[src/rtl/qfs_pkg.sv]
`timescale 1ns/1ps
package qfs_pkg;
  typedef enum logic [2:0] {
    PH_IDLE,
    PH_CMD,
    PH_ADDR,
    PH_MODE,
    PH_DUMMY,
    PH_DATA
  } phase_t;

  typedef enum logic [1:0] {
    LN_OFF,
    LN_SERIAL,
    LN_QUAD
  } lane_mode_t;
endpackage

[src/rtl/qfs_phase_ctrl.sv]
`timescale 1ns/1ps
module qfs_phase_ctrl
  import qfs_pkg::*;
#(
  parameter int ADDR_W     = 24,
  parameter int CNT_W      = 16,
  parameter int DUMMY_CLKS = 4,
  parameter int PC_W       = 17
) (
  input  logic            clk,
  input  logic            rst,
  input  logic            start_i,
  input  logic            op_read_i,
  input  logic [CNT_W-1:0] count_i,
  output logic            sck_o,
  output logic            cs_n_o,
  output logic            rd_mode_o,
  output phase_t          ph_o,
  output logic            cnt_odd_o,
  output logic            accept_o,
  output logic            load_o,
  output logic            rise_o,
  output logic            finish_o,
  output phase_t          load_ph_o,
  output logic [PC_W-1:0] load_cnt_o
);
  localparam int CMD_CLKS  = 8;
  localparam int QADR_CLKS = ADDR_W / 4;

  phase_t           ph_q, nph;
  logic [PC_W-1:0]  cnt_q, ncnt, data_clks;
  logic [CNT_W-1:0] bytes_q;
  logic             sck_q, cs_n_q, rd_q;
  logic             active, fall;

  assign data_clks = PC_W'({bytes_q, 1'b0}) - PC_W'(1);
  assign active    = (ph_q != PH_IDLE);
  assign fall      = active && sck_q;
  assign accept_o  = (ph_q == PH_IDLE) && start_i;
  assign rise_o    = active && !sck_q;

  always_comb begin
    nph  = ph_q;
    ncnt = cnt_q - PC_W'(1);
    if (cnt_q == '0) begin
      case (ph_q)
        PH_CMD: begin
          nph  = PH_ADDR;
          ncnt = rd_q ? PC_W'(QADR_CLKS - 1) : PC_W'(ADDR_W - 1);
        end
        PH_ADDR: begin
          if (rd_q) begin
            nph  = PH_MODE;
            ncnt = PC_W'(1);
          end else if (bytes_q == '0) begin
            nph  = PH_IDLE;
            ncnt = '0;
          end else begin
            nph  = PH_DATA;
            ncnt = data_clks;
          end
        end
        PH_MODE: begin
          nph  = PH_DUMMY;
          ncnt = PC_W'(DUMMY_CLKS - 1);
        end
        PH_DUMMY: begin
          if (bytes_q == '0) begin
            nph  = PH_IDLE;
            ncnt = '0;
          end else begin
            nph  = PH_DATA;
            ncnt = data_clks;
          end
        end
        default: begin
          nph  = PH_IDLE;
          ncnt = '0;
        end
      endcase
    end
  end

  assign load_ph_o  = accept_o ? PH_CMD : nph;
  assign load_cnt_o = accept_o ? PC_W'(CMD_CLKS - 1) : ncnt;
  assign load_o     = accept_o || (fall && nph != PH_IDLE);
  assign finish_o   = fall && (nph == PH_IDLE);

  always_ff @(posedge clk) begin
    if (rst) begin
      ph_q    <= PH_IDLE;
      cnt_q   <= '0;
      sck_q   <= 1'b0;
      cs_n_q  <= 1'b1;
      rd_q    <= 1'b0;
      bytes_q <= '0;
    end else if (accept_o) begin
      ph_q    <= PH_CMD;
      cnt_q   <= PC_W'(CMD_CLKS - 1);
      sck_q   <= 1'b0;
      cs_n_q  <= 1'b0;
      rd_q    <= op_read_i;
      bytes_q <= count_i;
    end else if (rise_o) begin
      sck_q <= 1'b1;
    end else if (fall) begin
      sck_q <= 1'b0;
      ph_q  <= nph;
      cnt_q <= ncnt;
      if (nph == PH_IDLE) cs_n_q <= 1'b1;
    end
  end

  assign sck_o     = sck_q;
  assign cs_n_o    = cs_n_q;
  assign rd_mode_o = rd_q;
  assign ph_o      = ph_q;
  assign cnt_odd_o = cnt_q[0];
endmodule

[src/rtl/qfs_tx_drive.sv]
`timescale 1ns/1ps
module qfs_tx_drive
  import qfs_pkg::*;
#(
  parameter int ADDR_W = 24,
  parameter int PC_W   = 17
) (
  input  logic              clk,
  input  logic              rst,
  input  logic              accept_i,
  input  logic              load_i,
  input  logic              finish_i,
  input  phase_t            load_ph_i,
  input  logic [PC_W-1:0]   load_cnt_i,
  input  logic              rd_mode_i,
  input  logic [7:0]        opcode_i,
  input  logic [ADDR_W-1:0] addr_i,
  input  logic [7:0]        mode_i,
  input  logic [7:0]        wr_data_i,
  output logic [3:0]        io_o,
  output logic [3:0]        io_oe_o,
  output logic              wr_req_o
);
  localparam int LANES  = 4;
  localparam int NIBS   = ADDR_W / 4;
  localparam int NIB_IW = $clog2(NIBS);
  localparam int BIT_IW = $clog2(ADDR_W);

  logic [7:0]        op_q, mode_q, wb_q, op_src;
  logic [ADDR_W-1:0] addr_q;
  logic [3:0]        addr_nib [NIBS];
  lane_mode_t        lmode;
  logic              ser_bit;
  logic [3:0]        quad_nib;
  logic [3:0]        nxt_io, nxt_oe;
  logic              take_byte;

  for (genvar n = 0; n < NIBS; n++) begin : g_nib
    assign addr_nib[n] = addr_q[4*n +: 4];
  end

  assign op_src = accept_i ? opcode_i : op_q;

  always_comb begin
    lmode    = LN_OFF;
    ser_bit  = 1'b0;
    quad_nib = 4'h0;
    case (load_ph_i)
      PH_CMD: begin
        lmode   = LN_SERIAL;
        ser_bit = op_src[load_cnt_i[2:0]];
      end
      PH_ADDR: begin
        if (rd_mode_i) begin
          lmode    = LN_QUAD;
          quad_nib = addr_nib[load_cnt_i[NIB_IW-1:0]];
        end else begin
          lmode   = LN_SERIAL;
          ser_bit = addr_q[load_cnt_i[BIT_IW-1:0]];
        end
      end
      PH_MODE: begin
        lmode    = LN_QUAD;
        quad_nib = load_cnt_i[0] ? mode_q[7:4] : mode_q[3:0];
      end
      PH_DATA: begin
        if (!rd_mode_i) begin
          lmode    = LN_QUAD;
          quad_nib = load_cnt_i[0] ? wr_data_i[7:4] : wb_q[3:0];
        end
      end
      default: lmode = LN_OFF;
    endcase
  end

  for (genvar g = 0; g < LANES; g++) begin : g_lane
    if (g == 0) begin : g_lane0
      assign nxt_oe[g] = (lmode != LN_OFF);
      assign nxt_io[g] = (lmode == LN_SERIAL) ? ser_bit :
                         (lmode == LN_QUAD)   ? quad_nib[g] : 1'b0;
    end else begin : g_laneN
      assign nxt_oe[g] = (lmode == LN_QUAD);
      assign nxt_io[g] = (lmode == LN_QUAD) ? quad_nib[g] : 1'b0;
    end
  end

  assign take_byte = load_i && (load_ph_i == PH_DATA) && !rd_mode_i && load_cnt_i[0];

  always_ff @(posedge clk) begin
    if (rst) begin
      op_q     <= '0;
      mode_q   <= '0;
      addr_q   <= '0;
      wb_q     <= '0;
      io_o     <= '0;
      io_oe_o  <= '0;
      wr_req_o <= 1'b0;
    end else begin
      wr_req_o <= take_byte;
      if (accept_i) begin
        op_q   <= opcode_i;
        addr_q <= addr_i;
        mode_q <= mode_i;
      end
      if (take_byte) wb_q <= wr_data_i;
      if (load_i) begin
        io_o    <= nxt_io;
        io_oe_o <= nxt_oe;
      end else if (finish_i) begin
        io_o    <= '0;
        io_oe_o <= '0;
      end
    end
  end
endmodule

[src/rtl/qfs_rx_capture.sv]
`timescale 1ns/1ps
module qfs_rx_capture
  import qfs_pkg::*;
(
  input  logic       clk,
  input  logic       rst,
  input  logic       rise_i,
  input  phase_t     ph_i,
  input  logic       cnt_odd_i,
  input  logic       rd_mode_i,
  input  logic [3:0] io_i,
  output logic [7:0] rd_data_o,
  output logic       rd_valid_o
);
  logic [3:0] hi_q;
  logic       grab;

  assign grab = rise_i && (ph_i == PH_DATA) && rd_mode_i;

  always_ff @(posedge clk) begin
    if (rst) begin
      hi_q       <= '0;
      rd_data_o  <= '0;
      rd_valid_o <= 1'b0;
    end else begin
      rd_valid_o <= 1'b0;
      if (grab) begin
        if (cnt_odd_i) begin
          hi_q <= io_i;
        end else begin
          rd_data_o  <= {hi_q, io_i};
          rd_valid_o <= 1'b1;
        end
      end
    end
  end
endmodule

[src/rtl/qflash_seq.sv]
`timescale 1ns/1ps
module qflash_seq
  import qfs_pkg::*;
#(
  parameter int ADDR_W     = 24,
  parameter int CNT_W      = 16,
  parameter int DUMMY_CLKS = 4
) (
  input  logic              clk,
  input  logic              rst,
  input  logic              start_i,
  input  logic              op_read_i,
  input  logic [7:0]        opcode_i,
  input  logic [ADDR_W-1:0] addr_i,
  input  logic [7:0]        mode_i,
  input  logic [CNT_W-1:0]  count_i,
  input  logic [7:0]        wr_data_i,
  output logic              wr_req_o,
  output logic [7:0]        rd_data_o,
  output logic              rd_valid_o,
  output logic              busy_o,
  output logic              sck_o,
  output logic              cs_n_o,
  output logic [3:0]        io_o,
  output logic [3:0]        io_oe_o,
  input  logic [3:0]        io_i
);
  localparam int W_CNT  = CNT_W + 1;
  localparam int W_ADR  = $clog2(ADDR_W) + 1;
  localparam int W_DMY  = $clog2(DUMMY_CLKS) + 1;
  localparam int W_AB   = (W_CNT > W_ADR) ? W_CNT : W_ADR;
  localparam int PC_W   = (W_AB > W_DMY) ? W_AB : W_DMY;

  phase_t          ph, load_ph;
  logic [PC_W-1:0] load_cnt;
  logic            rd_mode, cnt_odd, accept, load, rise, finish;

  qfs_phase_ctrl #(
    .ADDR_W(ADDR_W), .CNT_W(CNT_W), .DUMMY_CLKS(DUMMY_CLKS), .PC_W(PC_W)
  ) u_ctrl (
    .clk(clk), .rst(rst), .start_i(start_i), .op_read_i(op_read_i),
    .count_i(count_i), .sck_o(sck_o), .cs_n_o(cs_n_o), .rd_mode_o(rd_mode),
    .ph_o(ph), .cnt_odd_o(cnt_odd), .accept_o(accept), .load_o(load),
    .rise_o(rise), .finish_o(finish), .load_ph_o(load_ph), .load_cnt_o(load_cnt)
  );

  qfs_tx_drive #(
    .ADDR_W(ADDR_W), .PC_W(PC_W)
  ) u_tx (
    .clk(clk), .rst(rst), .accept_i(accept), .load_i(load), .finish_i(finish),
    .load_ph_i(load_ph), .load_cnt_i(load_cnt), .rd_mode_i(rd_mode),
    .opcode_i(opcode_i), .addr_i(addr_i), .mode_i(mode_i), .wr_data_i(wr_data_i),
    .io_o(io_o), .io_oe_o(io_oe_o), .wr_req_o(wr_req_o)
  );

  qfs_rx_capture u_rx (
    .clk(clk), .rst(rst), .rise_i(rise), .ph_i(ph), .cnt_odd_i(cnt_odd),
    .rd_mode_i(rd_mode), .io_i(io_i), .rd_data_o(rd_data_o), .rd_valid_o(rd_valid_o)
  );

  assign busy_o = ~cs_n_o;
endmodule

[config.mk]
export PLATFORM = sky130hd
export DESIGN_NAME = qflash_seq
export DESIGN_NICKNAME = d
export VERILOG_FILES = /design/src/rtl/qfs_pkg.sv /design/src/rtl/qfs_phase_ctrl.sv /design/src/rtl/qfs_tx_drive.sv /design/src/rtl/qfs_rx_capture.sv /design/src/rtl/qflash_seq.sv
export SDC_FILE = /design/constraint.sdc
export NUM_CORES = 1
export LEC_CHECK = 0
export BUFFER_PORTS_ARGS = -buffer_cell sky130_fd_sc_hd__buf_2
export CAP_MARGIN = 40
export CORE_UTILIZATION = 35
export CTS_BUF_LIST = sky130_fd_sc_hd__clkbuf_8
export DETAILED_ROUTE_END_ITERATION = 6
export GPL_TIMING_DRIVEN = 0
export PLACE_DENSITY_LB_ADDON = 0.15
export SLEW_MARGIN = 20
export SYNTH_ARGS = -nofsm -noshare
export SYNTH_HDL_FRONTEND = slang
export SYNTH_SLANG_ARGS = --single-unit
[constraint.sdc]
create_clock -name clk -period 2.8 [get_ports clk]
set_input_delay 0.56 -clock clk [delete_from_list [all_inputs] [get_ports clk]]
set_output_delay 0.56 -clock clk [all_outputs]
set_load 0.1 [all_outputs]
==> impl_metrics.tcl, run 1 <==
set metrics [dict create \
    yosysTopAreaCell "dfxtp_1" \
    gp_congestion 0.918 \
    hold_buffers 0 \
    p_per_area_nw_per_um2 644 \
    synthCells 721 \
    setup_violations 8 \
    dp_worst_setup_slack_ns -0.990 \
    worstPathArrival_ns 3.32 \
    irDropWorstVdd_v 0.000276 \
    diodes 0 \
    antenna_found_initial 0 \
    async_flop_share_pct 0 \
    slew_headroom_pct 56.1 \
    violations "negative setup slack" \
    critPathKind "flip-flop to flip-flop" \
    routed_wirelength_um 17400 \
    synth_area_um2 5410 \
    cts_buffer_depth 2 \
    overflow 0 \
    gr-usage-all-layers_pct 22.4 \
    grt_pass1_wl_um 27800 \
    port_buffers 91 \
    critPathLaunchType "flip-flop" \
    drtIter0Drc 347 \
    ys_ff_latch 103 \
    rsz0062_at_grt "yes" \
    tightest_slew_ns 0.658 \
    root_buffer "clkbuf_8" \
    setup_slack_ns -0.191 \
    worst_ep_required_time_ns 3.12 \
    cp_max_fo 10 \
    fin_nets 925 \
    cts_tree "built" \
    synth_common_cells "nand2_1 (175), dfxtp_1 (103), a21oi_1 (83)" \
    numCtsBuffers 9 \
    ios 93 \
    outcome "finished with violations" \
    finalHoldViolCount 0 \
    max-cap-violations 0 \
    syn2layout_area_growth_pct 25.3 \
    period_needed_ns 2.99 \
    viasPerCell 5.36 \
    hold_path.class "primary input to flip-flop" \
    wl_per_cell_um 16.7 \
    final_util_pct 44.7 \
    ff2ff_path_depth 13 \
    die_height_um 126 \
    place_hpwl_um 12900 \
    synth-edff-count 0 \
    ys.flop_type "dfxtp_1" \
    ant_nets 0 \
    rows 45 \
    drt_first_pass_iters 7 \
    synth_fp_nets 796 \
    dieArea_um2 15900 \
    route.detailed.drc 0 \
    start_util_pct 35.7 \
    die_x_um 126 \
    cp-end-kind "flip-flop" \
    grt_pass1_vias 5412 \
    finalMaxSlewViolations 0 \
    clk_latency_ns 0.39 \
    synth.top_cell.area_share_pct 38.1 \
    holdPathStages 3 \
    ys_seq_area_share_pct 38.1 \
    clk_pin_slew_ns 0.11 \
    fin_skew_ns 0.0176 \
    p_leak_nw 2.80 \
    htreeDepth 3 \
    fmax_ghz 0.334 \
    ys_top_cells_by_area "dfxtp_1 (38%), nand2_1 (12%), a21oi_1 (7.7%)" \
    grt_max_degree 18 \
    core_um2 15100 \
    yosys_warnings 0 \
    yosys.cell_types.count 55 \
    clock_sinks 103 \
    drive_gt1_share_pct 22.9 \
    vias 5587 \
    fin_crit_sh_pct 107 \
    syn_avg_cell_area_um2 7.50 \
    synth_most_common_cell "nand2_1" \
]
==> placed cells by master (no fill, tap or decap), drive strengths merged, types with 3 or more instances in the layout <==
| master | count |
|---|---|
| nand2 | 175 |
| buf | 135 |
| dfxtp | 103 |
| a21oi | 83 |
| nor2 | 59 |
| clkbuf | 45 |
| mux2i | 38 |
| o21ai | 30 |
| nor3 | 18 |
| nand3 | 17 |
| inv | 14 |
| nor4 | 12 |
| a211oi | 10 |
| xor2 | 9 |
| xnor2 | 9 |
| a22oi | 7 |
| or3 | 7 |
| and2 | 5 |
| a31oi | 5 |
| o211ai | 5 |
| nor3b | 5 |
| o31ai | 5 |
| a311oi | 4 |
| nand2b | 4 |
| nor2b | 3 |
| nand4 | 3 |
| a21o | 3 |
| o32ai | 3 |
| or4 | 3 |
| a221oi | 3 |
| and4 | 3 |
| o22ai | 3 |
| ha | 3 |
==> state kept, by name, indices dropped and copies added (netlist names), 2 cells and up <==
signal,flops
u_ctrl.bytes_q,16
u_ctrl.cnt_q,17
u_ctrl.ph_o,3
u_rx.hi_q,4
u_rx.rd_data_o,8
u_tx.addr_q,24
u_tx.io_o,4
u_tx.io_oe_o,2
u_tx.mode_q,8
u_tx.op_q,8
u_tx.wb_q,4
==> kinds of logic (layout without fill, tap and decap cells) <==
logic type,after synthesis,after routing,synth area share [%]
AND/OR/NAND/NOR,321,321,26.8
buffers and inverters,62,196,4.61
adder cells (fa/ha/maj),3,3,0.694
flip-flops,103,103,38.1
AO/OA/AOI/OAI,176,176,19.8
XOR/XNOR,18,18,2.92
multiplexers,38,38,7.04
==> critical path, stage by stage (launching register included) <==
cell	delay, ns
dfxtp_1	0.43
inv_2	0.08
ha_2	0.20
nor4b_4	0.13
and4_1	0.20
clkbuf_4	0.18
mux2i_2	0.20
or3_4	0.42
buf_4	0.20
mux2i_1	0.13
mux2i_1	0.20
o2111ai_2	0.14
a211oi_2	0.26
o2bb2ai_1	0.14
==> metrics by stage <==
stage / total power, W / cells / hold slack (ns) / instance area, µm² / setup TNS [ns]
2_1_floorplan: 0.00268 / 721 / 0.432 / 5420 / -0.463
3_3_place_gp: 0.00308 / 1000 / 0.444 / 6110 / -15.14
3_5_place_dp: 0.00309 / 1000 / 0.447 / 6110 / -15.23
4_1_cts: 0.00428 / 1037 / 0.387 / 6650 / -1.79
5_1_grt: 0.00460 / 1043 / 0.390 / 6770 / -2.17
6_report: 0.00436 / 1043 / 0.396 / 6770 / -1.28
==> per-layer routing <==
metal | track usage (%) | share of wire, %
met1 | 30.2 | 47
met2 | 36.2 | 45
met3 | 3.99 | 5.6
met4 | 7.02 | 1.6
met5 | 0 | 0
==> final timing paths <==
check	start	to	slack (ns)
max reg2reg	u_ctrl.cnt_q[0]	u_tx.io_o[0]	-0.19
max	u_ctrl.cnt_q[0]	u_tx.io_o[0]	-0.19
min	opcode_i[2]	u_tx.op_q[2]	0.40
min reg2reg	u_tx.op_q[1]	u_tx.op_q[1]	0.46
==> repair_timing <==
action / CTS / global route
resized for setup: 46 / 31
setup buffers: 25 / 9
cloned: 0 / 0
endpoints found under the setup margin: 53 / 49
pin swaps: 16 / 17
==> power by group <==
group	internal, W	leakage, nW	total [W]	switching [W]
clock	0.000418	0.103	0.000976	0.000559
combinational	0.000702	1.85	0.00175	0.00105
sequential	0.00155	0.844	0.00164	0.0000866
==> cell type report <==
type,instances,area [µm²]
buffer,49,244
clock buffer,9,124
clock inverter,7,71.3
fill,1606,8370
inverter,9,33.8
multi-input combinational,556,3290
sequential,103,2070
tap,188,235
timing repair buffer,122,699
Power figures use the tool's default switching activity.
==> run 2, diff against run 1 <==
--- a/config.mk
+++ b/config.mk
@@ -15,4 +15,5 @@
 export SLEW_MARGIN = 20
 export SYNTH_ARGS = -nofsm -noshare
 export SYNTH_HDL_FRONTEND = slang
+export SYNTH_HIERARCHICAL = 1
 export SYNTH_SLANG_ARGS = --single-unit
==> impl_metrics.tcl, run 2 <==
set metrics [dict create \
    outcome "finished with violations" \
    violations "negative setup slack" \
    gr-usage-all-layers_pct 20.5 \
    drive_gt1_share_pct 29.1 \
    clk_pin_slew_ns 0.11 \
    p_switching_w 0.00130 \
    final_util_pct 46.0 \
    cp_max_fo 6 \
    synth_fp_nets 733 \
    numCtsBuffers 9 \
    slowest_stage "or4_4" \
    finalHoldViolCount 0 \
    syn_avg_cell_area_um2 8.53 \
    fin_crit_sh_pct 112 \
    p_per_area_nw_per_um2 522 \
    irDropWorstVdd_v 0.000338 \
    viasPerCell 5.30 \
    grt_pass1_wl_um 26300 \
    die_height_um 129 \
    fmax_ghz 0.319 \
    clock_sinks 103 \
    routed_wirelength_um 16500 \
    route.detailed.drc 0 \
    cp-end-kind "flip-flop" \
    regArea_um2 2070 \
    place_hpwl_um 12100 \
    setup_slack_ns -0.333 \
    synth_area_um2 5610 \
    critPathBufInv 2 \
    final_common_cell "dfxtp_1" \
    slew_headroom_pct 55.4 \
    p_int_w 0.00240 \
    crit_chain "or4_4, nor4_4, nand2_2, buf_6, nand2_4, o31ai_4, nand2_2, buf_6, mux4_2, o2111ai_2, nand4_1, a31o_1" \
    comb_power_share_pct 32.3 \
    setup_violations 9 \
    worst_ep_required_time_ns 3.09 \
    vias 5360 \
    root_buffer "clkbuf_8" \
    yosys_warnings 6 \
    largest_register_ffs 24 \
    start_util_pct 36.4 \
    diodes 0 \
    tightest_slew_ns 0.668 \
    critPathLaunchType "flip-flop" \
    wl_per_cell_um 16.3 \
    dieArea_um2 16500 \
    critPathKind "flip-flop to flip-flop" \
    antenna_found_initial 0 \
    max-cap-violations 0 \
    rsz0062_at_grt "yes" \
    seqPwrFrac_pct 43.4 \
    worstPathArrival_ns 3.42 \
    regMostFlops "u_tx/addr_q" \
    port_buffers 92 \
    switching_share_pct 35.2 \
    p_leak_nw 2.99 \
    gp_congestion 0.900 \
    drtIter0Drc 277 \
    ios 93 \
    hold_path.class "primary input to flip-flop" \
    cpLargestDelayFamily "simple AND/OR/NAND/NOR gates" \
    grt_max_degree 19 \
    rows 45 \
    period_needed_ns 3.13 \
    fin_nets 871 \
    ant_nets 0 \
    finalMaxSlewViolations 0 \
    drt_first_pass_iters 5 \
    dp_worst_setup_slack_ns -0.974 \
    clk_latency_ns 0.39 \
    htreeDepth 3 \
    fin_tns_setup_ns -1.94 \
    synthCells 658 \
    clockPowerShare_pct 24.2 \
    overflow 0 \
    syn2layout_area_growth_pct 26.4 \
    core_um2 15400 \
    slowest_delay_ns 0.59 \
    cts_tree "built" \
    die_x_um 129 \
    fin_skew_ns 0.0131 \
    multi_input_area_um2 3520 \
    grt_pass1_vias 5254 \
    reg_top3 "u_tx/addr_q (24), u_ctrl/cnt_q (17), u_ctrl/bytes_q (16)" \
    mostFrequentLayoutCells "dfxtp_1 (99), buf_2 (98), nor2_1 (77)" \
    hold_buffers 0 \
    cts_buffer_depth 2 \
    n_fill_cell 1562 \
]
-- run 2: cell count changes in the layout (fill, tap and decap cells not counted), moves of 11 or more --
cell,previous run,this run
a21oi_1,81,45
nand2_1,175,61
nor2_1,56,77
mux4_2,0,11
nand2b_1,3,26
mux2i_1,37,68
-- run 2: through the flow --
| step | area [µm²] | hold slack, ns | cells | total power (W) |
|---|---|---|---|---|
| 6_report | 7090 | 0.403 | 1011 | 0.00370 |
| 5_1_grt | 7090 | 0.392 | 1011 | 0.00391 |
| 4_1_cts | 6910 | 0.382 | 1000 | 0.00369 |
| 3_5_place_dp | 6360 | 0.462 | 961 | 0.00263 |
| 3_3_place_gp | 6360 | 0.451 | 961 | 0.00262 |
| 2_1_floorplan | 5640 | 0.453 | 658 | 0.00237 |
-- run 2: what timing repair did --
action                     in CTS  in global routing
cloned                          0                  0
setup endpoints to repair      51                 31
setup buffers                  25                 16
gates resized for setup        44                 37
pin swaps                       9                 26
-- run 2: worst paths after layout --
kind                startpoint           endpoint  slack [ns]  cells after the start
max            u_ctrl/cnt_q[9]       u_tx/io_o[0]       -0.33                     12
min                 count_i[8]  u_ctrl/bytes_q[8]        0.40                      3
max reg2reg    u_ctrl/cnt_q[9]       u_tx/io_o[0]       -0.33                     12
min reg2reg  u_rx/rd_data_o[6]  u_rx/rd_data_o[6]        0.48                      2
-- run 2: layer usage --
metal | up-vias | track usage [%] | wire, µm
li1 | 2633 | - | -
met1 | 2554 | 25.5 | 7340
met2 | 145 | 34.8 | 7930
met3 | 28 | 4.07 | 789
met4 | 0 | 8.10 | 413
met5 | - | 0 | 0
-- run 2: power groups by stage --
stage          registers, W  logic, W  clock network, W
2_1_floorplan       0.00166  0.000709                 0
3_3_place_gp        0.00164  0.000986                 0
3_5_place_dp        0.00164  0.000994                 0
4_1_cts             0.00161   0.00115          0.000934
5_1_grt             0.00162   0.00129           0.00100
6_report            0.00161   0.00120          0.000897
-- run 2: layout make-up --
type	count	share of cell area, %
clock inverters	6	0.688
clock buffers	9	1.75
flip-flops and latches	103	29.2
multi-input cells	495	49.7
well taps	211	3.72
plain buffers	40	3.07
repair buffers	131	11.0
inverters	16	0.900
-- run 2: worst register-to-register path, cell delays in order, from the launching register on --
cell       delay [ns]
dfxtp_4          0.38
or4_4            0.60
nor4_4           0.27
nand2_2          0.19
buf_6            0.18
nand2_4          0.06
o31ai_4          0.08
nand2_2          0.10
buf_6            0.15
mux4_2           0.52
o2111ai_2        0.18
nand4_1          0.13
a31o_1           0.20
==> run 3, diff against run 2 <==
--- a/config.mk
+++ b/config.mk
@@ -12,6 +12,7 @@
 export DETAILED_ROUTE_END_ITERATION = 6
 export GPL_TIMING_DRIVEN = 0
 export PLACE_DENSITY_LB_ADDON = 0.15
+export SKIP_CTS_REPAIR_TIMING = 1
 export SLEW_MARGIN = 20
 export SYNTH_ARGS = -nofsm -noshare
 export SYNTH_HDL_FRONTEND = slang
==> impl_metrics.tcl, run 3 (same netlist as run 2, synthesis figures left out) <==
set metrics [dict create \
    final_common_cell "dfxtp_1" \
    largest_register_ffs 24 \
    p_int_w 0.00241 \
    route.detailed.drc 0 \
    cp_max_fo 5 \
    mostFrequentLayoutCells "dfxtp_1 (101), buf_2 (97), nor2_1 (77)" \
    hold_path.class "primary input to flip-flop" \
    slew_headroom_pct 56.7 \
    clock_sinks 103 \
    period_needed_ns 3.30 \
    gr-usage-all-layers_pct 19.7 \
    comb_power_share_pct 32.5 \
    irDropWorstVdd_v 0.000345 \
    diodes 0 \
    viasPerCell 5.32 \
    start_util_pct 36.4 \
    hold-worst-slack_ns 0.402 \
    worst_ep_required_time_ns 3.09 \
    fin_nets 867 \
    clk_latency_ns 0.39 \
    place_hpwl_um 12100 \
    rsz0062_at_grt "yes" \
    setup_slack_ns -0.496 \
    critPathLaunchType "flip-flop" \
    routed_wirelength_um 16500 \
    htreeDepth 3 \
    wl_per_cell_um 16.4 \
    antenna_found_initial 0 \
    finalMaxSlewViolations 0 \
    root_buffer "clkbuf_8" \
    ios 93 \
    clk_pin_slew_ns 0.11 \
    fmax_ghz 0.303 \
    overflow 0 \
    tightest_slew_ns 0.643 \
    vias 5356 \
    die_height_um 129 \
    cp-end-kind "flip-flop" \
    switching_share_pct 35.2 \
    seqPwrFrac_pct 43.2 \
    fin_tns_setup_ns -3.13 \
    grt_pass1_vias 5059 \
    setup_violations 11 \
    p_switching_w 0.00131 \
    critPathKind "flip-flop to flip-flop" \
    p_leak_nw 2.99 \
    ant_nets 0 \
    gp_congestion 0.900 \
    drt_first_pass_iters 5 \
    violations "negative setup slack" \
    dieArea_um2 16500 \
    rows 45 \
    clockPowerShare_pct 24.2 \
    worstPathArrival_ns 3.59 \
    outcome "finished with violations" \
    p_per_area_nw_per_um2 526 \
    finalHoldViolCount 0 \
    port_buffers 92 \
    numCtsBuffers 9 \
    grt_max_degree 19 \
    cts_buffer_depth 2 \
    grt_pass1_wl_um 25300 \
    syn2layout_area_growth_pct 26.1 \
    core_um2 15400 \
    cts_tree "built" \
    r2r_setup_slack_ns -0.50 \
    reg_top3 "u_tx/addr_q (24), u_ctrl/cnt_q (17), u_ctrl/bytes_q (16)" \
    drtIter0Drc 258 \
    max-cap-violations 0 \
    regMostFlops "u_tx/addr_q" \
    fin_skew_ns 0.0107 \
    die_x_um 129 \
    n_fill_cell 1580 \
    drive_gt1_share_pct 28.1 \
    fin_crit_sh_pct 118 \
]
-- run 3: through the flow --
step | cells | instance area [µm²] | power [W] | util, % | worst slack, ns
detailed placement | 961 | 6360 | 0.00263 | 41.2 | -0.974
finish | 1007 | 7080 | 0.00372 | 45.9 | -0.496
CTS | 976 | 6540 | 0.00354 | 42.4 | -1.05
floorplan | 658 | 5640 | 0.00237 | - | -0.307
global route | 1007 | 7080 | 0.00392 | 45.9 | -0.638
global placement | 961 | 6360 | 0.00262 | 41.2 | -1.02
-- run 3: metal layers --
metal  part of all wire (%)  routed length, µm  GRT usage, %  vias to the layer above
li1                       -                  -             -                     2627
met1                     45               7440          24.8                     2582
met2                     49               8010          33.3                      122
met3                    4.2                693          3.95                       25
met4                    2.0                334          7.34                        0
met5                      0                  0             0                        -
-- run 3: layout make-up --
type	count	area (µm²)	area share [%]
clock inverter	6	48.8	0.690
tap	211	264	3.73
clock buffer	9	124	1.75
multi-input combinational	495	3520	49.7
timing repair buffer	124	733	10.4
buffer	43	255	3.61
inverter	16	68.8	0.972
sequential	103	2070	29.2
-- run 3: final timing paths --
kind,from,to,cells past startpoint
min reg2reg,u_tx/io_oe_o[0],u_tx/io_oe_o[0],2
min,addr_i[23],u_tx/addr_q[23],3
max reg2reg,u_ctrl/cnt_q[0],u_tx/io_o[0],14
max,u_ctrl/cnt_q[0],u_tx/io_o[0],14
-- run 3: critical path: stages, from the launching register on --
cell and delay (ns):
dfxtp_4 0.38, inv_4 0.06, ha_4 0.11, or4b_4 0.47
nor4_4 0.30, nand2_2 0.20, buf_6 0.18, nand2_4 0.06
o31ai_4 0.08, nand2_2 0.15, buf_12 0.14, mux4_2 0.51
o2111ai_2 0.20, nand4_1 0.14, a31o_1 0.20
-- run 3: power groups by stage --
stage / combinational [W] / clock (W) / sequential (W)
3_3_place_gp: 0.000986 / 0 / 0.00164
5_1_grt: 0.00131 / 0.000997 / 0.00162
2_1_floorplan: 0.000709 / 0 / 0.00166
6_report: 0.00121 / 0.000903 / 0.00161
3_5_place_dp: 0.000994 / 0 / 0.00164
4_1_cts: 0.000998 / 0.000934 / 0.00161
